$ cat src/rtl/gf_pkg.sv
package gf_pkg;

  typedef enum logic {
    LVL_LOW  = 1'b0,
    LVL_HIGH = 1'b1
  } level_e;

  // Counter width able to hold 0 .. n-1 (at least one bit).
  function automatic int unsigned cnt_width(input int unsigned n);
    return (n < 2) ? 1 : $clog2(n);
  endfunction

endpackage

$ cat src/rtl/gf_sync.sv
module gf_sync #(
  parameter int unsigned STAGES = 2
) (
  input  logic clk,
  input  logic rst,
  input  logic async_in,
  output logic sync_out
);

  logic [STAGES-1:0] chain_q;

  generate
    for (genvar i = 0; i < STAGES; i++) begin : g_stage
      if (i == 0) begin : g_first
        always_ff @(posedge clk) begin
          if (rst) chain_q[i] <= 1'b0;
          else     chain_q[i] <= async_in;
        end
      end else begin : g_next
        always_ff @(posedge clk) begin
          if (rst) chain_q[i] <= 1'b0;
          else     chain_q[i] <= chain_q[i-1];
        end
      end
    end
  endgenerate

  assign sync_out = chain_q[STAGES-1];

endmodule

$ cat src/rtl/gf_qualify.sv
module gf_qualify #(
  parameter int unsigned FILT_CYCLES = 15
) (
  input  logic clk,
  input  logic rst,
  input  logic sample,
  output logic level
);
  import gf_pkg::*;

  localparam int unsigned CW = cnt_width(FILT_CYCLES);

  level_e state_q;
  logic   differ;

  assign differ = (sample != logic'(state_q));

  generate
    if (FILT_CYCLES <= 1) begin : g_direct
      always_ff @(posedge clk) begin
        if (rst)         state_q <= LVL_LOW;
        else if (differ) state_q <= level_e'(sample);
      end
    end else begin : g_count
      localparam logic [CW-1:0] LAST = CW'(FILT_CYCLES - 1);
      logic [CW-1:0] cnt_q;

      always_ff @(posedge clk) begin
        if (rst) begin
          cnt_q   <= '0;
          state_q <= LVL_LOW;
        end else if (!differ) begin
          cnt_q   <= '0;
        end else if (cnt_q == LAST) begin
          cnt_q   <= '0;
          state_q <= level_e'(sample);
        end else begin
          cnt_q   <= cnt_q + 1'b1;
        end
      end
    end
  endgenerate

  assign level = logic'(state_q);

endmodule

$ cat src/rtl/gf_glitch_filter.sv
module gf_glitch_filter #(
  parameter int unsigned FILT_CYCLES = 15,
  parameter int unsigned SYNC_STAGES = 2
) (
  input  logic clk,
  input  logic rst,
  input  logic raw_in,
  output logic filt_out
);

  logic synced;

  gf_sync #(
    .STAGES (SYNC_STAGES)
  ) sync_i (
    .clk      (clk),
    .rst      (rst),
    .async_in (raw_in),
    .sync_out (synced)
  );

  gf_qualify #(
    .FILT_CYCLES (FILT_CYCLES)
  ) qual_i (
    .clk    (clk),
    .rst    (rst),
    .sample (synced),
    .level  (filt_out)
  );

endmodule

$ cat config.mk
export PLATFORM = sky130hd
export DESIGN_NAME = gf_glitch_filter
export DESIGN_NICKNAME = d
export VERILOG_FILES = /design/src/rtl/gf_pkg.sv /design/src/rtl/gf_sync.sv /design/src/rtl/gf_qualify.sv /design/src/rtl/gf_glitch_filter.sv
export SDC_FILE = /design/constraint.sdc
export NUM_CORES = 1
export LEC_CHECK = 0
export ABC_AREA = 0
export CORE_AREA = 2 2 39 41
export DETAILED_ROUTE_END_ITERATION = 12
export DIE_AREA = 0 0 41 43
export SYNTH_ARGS = -nofsm -noshare
export SYNTH_HDL_FRONTEND = slang
export SYNTH_SLANG_ARGS = --single-unit
$ cat constraint.sdc
create_clock -name clk -period 2.2 [get_ports clk]
set_input_delay 0.22 -clock clk [delete_from_list [all_inputs] [get_ports clk]]
set_output_delay 0.22 -clock clk [all_outputs]
set_load 0.05 [all_outputs]
==> results.yml, run 1 <==
cts:
  clockBufferDepth: 2
  cts.sinks: 7
  cts_setup_buffers: 0
  htree_levels: 1
  cts_buffers: 3
  ctsHoldBuffers: 0
  clock_latency_ns: 0.25
  clk_pin_slew_worst_paths_ns: 0.05
  ctsRootBufferMaster: "clkbuf_4"
  cts.repair.resized: 0
  cts_tree: "built"
routing:
  vias_per_cell: 3.64
  dr.first_iter.drc_count: 0
  first_pass_iters: 1
  vias: 171
  ant_nets: 0
  wl_um: 340
  route.detailed.drc: 0
  wl_per_cell_um: 7.23
sta:
  setup_viol: 0
  max_slew_margin: 0.675
  finalHoldViolCount: 0
  maxSlewViolCount: 0
  period_needed_ns: 1.63
  tightest_slew_ns: 0.486
  skew_ns: 0.00299
  rsz0062_at_grt: "false"
  setup_tns_ns: 0
  timing.fmax_ghz: 0.612
  period_share: 0.743
floorplan:
  die_w_um: 41
  core_area_um2: 1380
  start_util: 0.184
  core.rowCount: 14
  fp.dieArea_um2: 1760
  die_h_um: 43
  io_pins: 4
worst_setup_path:
  critical-path-top-delay-family: "buffers and inverters"
  regToRegSetupSlack_ns: 1.13
  cpMaxStageDelayCell: "clkdlybuf4s50_1"
  r2r_start: "qual_i.g_count.cnt_q[0]$_SDFF_PP0_"
  cp.arrival_ns: 1.41
  crit_required_ns: 1.98
  critical_path_class: "reg -> out"
  critPathCaptureType: "output port"
  start_kind: "flip-flop"
  critical_path.max_stage_delay_ns: 0.81
  r2r_cells: 5
  r2r-end: "qual_i.g_count.cnt_q[3]$_SDFF_PP0_"
  path_max_fanout: 3
  crit_buf_inv: 1
  crit_chain: "clkdlybuf4s50_1"
cells_and_area:
  areaGrowthSynthToFinish_pct: 30.0
  drive_above_1_share: 0.0968
  fin_cells: 47
  insertedDiodeCount: 0
  final_util: 0.239
  post-route-cell-area_um2: 330
  layout.nets: 37
pwr:
  leakage_nw: 0.137
  power.density_nw_per_um2: 761
  ir_drop_uv: 307
  intPower_mw: 0.203
  switching_share: 0.191
  p_switching_mw: 0.0481
  power_frac_seq: 0.519
  pwr-share-comb: 0.029
  p_clk_frac: 0.452
synthesis:
  synth_edf_count: 0
  synth_most_common_cell: "dfxtp_1"
  postSynthCellCount: 24
  synth.area.top_cells: "dfxtp_1 55%, ha_1 9.9%, nor2_1 7.4%"
  synth_cell_types: 10
  synthesis.area_um2: 254
  yosys_warnings: 0
  yosys-top-cells-count: "7 x dfxtp_1, 5 x nor2_1"
  synthDominantCellAreaShare: 0.552
  synth_flop_cell: "dfxtp_1"
  async_flop_share: 0
  ys_ff_latch: 7
  avgSynthCellArea_um2: 10.6
  yosysSeqAreaShare: 0.552
  synth.largest_area_cell: "dfxtp_1"
  syn_nets: 29
grt:
  grt_pass1_wl_um: 703
  grt_pass1_vias: 192
  antenna_found_initial: 0
  track_usage: 0.0685
  grt_max_degree: 5
  overflow: 0
hold_path:
  holdPathStages: 1
  hold_end: "sync_i.sync_out$_SDFF_PP0_"
  hp-class: "reg -> reg"
  hp-start: "sync_i.chain_q[0]$_SDFF_PP0_"
placement:
  place_inst: 43
  placed_area_um2: 304
  place_congestion: 0.621
  portBuffers: 3
status:
  status: "completed"
flow_run:
  cap_violations: 0
==> worst max-delay path by stage <==
stage	from	to	slack [ns]	cells past startpoint
floorplan	qual_i.level$_SDFFE_PP0P_	qual_i.g_count.cnt_q[2]$_SDFF_PP0_	1.08	3
global placement	qual_i.level$_SDFFE_PP0P_	filt_out	0.84	1
detailed placement	qual_i.level$_SDFFE_PP0P_	filt_out	0.82	1
CTS	qual_i.level$_SDFFE_PP0P_	filt_out	0.54	1
global route	qual_i.level$_SDFFE_PP0P_	filt_out	0.48	1
finish	qual_i.level$_SDFFE_PP0P_	filt_out	0.57	1
==> power groups by stage <==
stage	clock, mW	combinational [mW]	sequential, mW
4_1_cts	0.123	0.00752	0.130
5_1_grt	0.129	0.00862	0.131
2_1_floorplan	0	0.00294	0.133
3_5_place_dp	0	0.00749	0.133
6_report	0.114	0.00739	0.130
3_3_place_gp	0	0.00745	0.133
==> sequential cells by signal (all words and copies together) (netlist names) <==
signal and flops:
qual_i.level 1, qual_i.g_count.cnt_q 4, sync_i.sync_out 1, sync_i.chain_q 1
==> stage by stage <==
step	setup slack (ns)	total power, mW	hold slack (ns)
2_1_floorplan	1.08	0.136	0.292
3_3_place_gp	0.841	0.140	0.420
4_1_cts	0.539	0.261	0.429
3_5_place_dp	0.824	0.140	0.421
5_1_grt	0.481	0.268	0.466
6_report	0.566	0.251	0.430
==> final cells by class <==
type,count,area (µm²)
tap,16,20.0
fill,148,1050
clock buffer,4,26.3
inverter,1,3.75
multi-input combinational,16,110
sequential,7,140
timing repair buffer,3,30.0
==> cell usage in the layout (no fill, tap or decap) <==
cell	netlist	routed
nor2_1	5	5
nand3_1	2	2
clkbuf_1	0	1
nor2b_1	2	2
clkbuf_4	0	3
nand3b_1	1	1
xor2_1	2	2
inv_1	1	1
dfxtp_1	7	7
xnor2_1	1	1
ha_1	2	2
clkdlybuf4s50_1	0	3
mux2i_1	1	1
==> cell families (layout without fill, tap and decap cells) <==
kind of cell | count (synthesis) | count (layout) | synth area share
multiplexers | 1 | 1 | 0.0394
AND/OR/NAND/NOR | 10 | 10 | 0.192
buffers and inverters | 1 | 8 | 0.0148
adder cells (fa/ha/maj) | 2 | 2 | 0.0985
XOR/XNOR | 3 | 3 | 0.103
flip-flops | 7 | 7 | 0.552
==> per-layer routing <==
metal / GRT usage / share of wire / wire, µm
met5: 0 / 0 / 0
met3: 0.0785 / 0.12 / 41
met1: 0.0651 / 0.42 / 144
met4: 0.0600 / 0.029 / 10
met2: 0.0750 / 0.42 / 144
No activity file was read; power rests on OpenSTA's default activity.
==> run 2: changes to the inputs <==
clock period = 1.41 ns   (was 2.2 ns; I/O delays follow)
==> run 2 against run 1 <==
Register-to-register slack worse by 0.80 ns. Sequential power grew 57%. Die area is the same. First-iteration DRC count unchanged. Clock-buffer cell count stayed put. Wire length increased by 8.8%. Global-route usage rose by 0.094 points. Clock power up 58%. Via count grew 6.4%. Final area rose by 3.0%. Cell count is the same. Critical path depth grew 4. Largest power group unchanged.
==> results.yml, run 2 (same netlist as run 1, synthesis figures left out) <==
cells_and_area:
  post-route-cell-area_um2: 340
  final_util: 0.246
  layout.nets: 37
  regMostFlops: "qual_i.g_count.cnt_q"
  largest_register_ffs: 4
  layout_common_cells: "7 x dfxtp_1, 5 x nor2_1, 3 x clkbuf_4"
  fin_cells: 47
  areaGrowthSynthToFinish_pct: 34.0
  insertedDiodeCount: 0
  final_common_cell: "dfxtp_1"
  drive_above_1_share: 0.129
routing:
  wl_um: 370
  wl_met1_um: 164
  route.detailed.drc: 0
  ant_nets: 0
  wl_per_cell_um: 7.87
  wl_met3_um: 26
  dr.first_iter.drc_count: 0
  first_pass_iters: 1
  vias: 182
  highest_layer: "met4"
  dr_wl_met2_um: 165
  vias_per_cell: 3.87
worst_setup_path:
  r2r-end: "qual_i.level$_SDFFE_PP0P_"
  critPathCaptureType: "flip-flop"
  path_max_fanout: 4
  critical_path_class: "reg -> reg"
  cp.arrival_ns: 1.22
  regToRegSetupSlack_ns: 0.33
  r2r_cells: 5
  start_kind: "flip-flop"
  r2r_start: "qual_i.g_count.cnt_q[0]$_SDFF_PP0_"
  startpoint: "qual_i.g_count.cnt_q[0]$_SDFF_PP0_"
  endpoint: "qual_i.level$_SDFFE_PP0P_"
  crit_required_ns: 1.55
sta:
  timing.fmax_ghz: 0.924
  rsz0062_at_grt: "false"
  period_needed_ns: 1.08
  maxSlewViolCount: 0
  tightest_slew_ns: 0.181
  finalHoldViolCount: 0
  setup_tns_ns: 0
  setup_viol: 0
  max_slew_margin: 0.879
  period_share: 0.768
  skew_ns: 0.000951
flow_run:
  cap_violations: 0
cts:
  cts.sinks: 7
  ctsHoldBuffers: 0
  cts_tree: "built"
  clock_latency_ns: 0.25
  cts_setup_buffers: 0
  htree_levels: 1
  cts_buffers: 3
  cts.repair.resized: 0
  clk_pin_slew_worst_paths_ns: 0.05
  ctsRootBufferMaster: "clkbuf_4"
  clockBufferDepth: 2
placement:
  place_congestion: 0.669
  placed_area_um2: 314
  portBuffers: 3
  place_inst: 43
grt:
  overflow: 0
  grt_max_degree: 5
  grt_pass1_wl_um: 752
  antenna_found_initial: 0
  grt_pass1_vias: 192
  track_usage: 0.0695
floorplan:
  start_util: 0.184
  die_w_um: 41
  core.rowCount: 14
  io_pins: 4
  die_h_um: 43
  core_area_um2: 1380
  fp.dieArea_um2: 1760
pwr:
  p_clk_frac: 0.456
  p_switching_mw: 0.0782
  power_frac_seq: 0.515
  intPower_mw: 0.317
  switching_share: 0.198
  power.density_nw_per_um2: 1160
  pwr-share-comb: 0.029
  ir_drop_uv: 435
  leakage_nw: 0.142
hold_path:
  hp-class: "reg -> reg"
status:
  status: "completed"
## run 2: cell types whose count changed in the layout (fill, tap and decap cells not counted), sizes merged
cell           previous run  this run
clkdlybuf4s50             3         2
buf                       0         1
## run 2: through the flow
| step | setup slack (ns) | hold slack [ns] | total power [mW] |
|---|---|---|---|
| after floorplan | 0.291 | 0.213 | 0.212 |
| after global placement | 0.355 | 0.416 | 0.219 |
| after detailed placement | 0.327 | 0.422 | 0.219 |
| after CTS | 0.311 | 0.446 | 0.405 |
| after global routing | 0.177 | 0.464 | 0.422 |
| final | 0.328 | 0.447 | 0.396 |
## run 2: power by group through the flow
stage                     clock, mW  sequential, mW  combinational [mW]
after floorplan                   0           0.207             0.00459
after global placement            0           0.207              0.0114
after detailed placement          0           0.207              0.0118
after CTS                     0.190           0.203              0.0118
after global routing          0.204           0.204              0.0134
final                         0.180           0.204              0.0115
## run 2: cell type report
class | instances | area (µm²)
Fill cell | 149 | 1040
Sequential cell | 7 | 140
Multi-Input combinational cell | 16 | 110
Timing Repair Buffer | 3 | 40.0
Clock buffer | 4 | 26.3
Tap cell | 16 | 20.0
Inverter | 1 | 3.75
## run 2: worst min path at each step
| stage | cells after the start | start | to |
|---|---|---|---|
| 3_3_place_gp | 1 | sync_i.chain_q[0]$_SDFF_PP0_ | sync_i.sync_out$_SDFF_PP0_ |
| 3_5_place_dp | 1 | sync_i.chain_q[0]$_SDFF_PP0_ | sync_i.sync_out$_SDFF_PP0_ |
| 5_1_grt | 2 | raw_in | sync_i.chain_q[0]$_SDFF_PP0_ |
| 4_1_cts | 2 | raw_in | sync_i.chain_q[0]$_SDFF_PP0_ |
| 2_1_floorplan | 1 | rst | sync_i.chain_q[0]$_SDFF_PP0_ |
| 6_report | 1 | sync_i.chain_q[0]$_SDFF_PP0_ | sync_i.sync_out$_SDFF_PP0_ |
## run 2: metal layers
metal / up-vias / GRT usage
met5: - / 0
met3: 2 / 0.0314
met2: 6 / 0.0844
met4: 0 / 0.0800
met1: 83 / 0.0779
li1: 91 / -
## run 2: worst max-delay path, stage by stage (launching register included)
cell and delay, ns:
dfxtp_1 0.37, inv_1 0.06, ha_1 0.19, nand3_1 0.11, mux2i_1 0.20, nor2_1 0.05
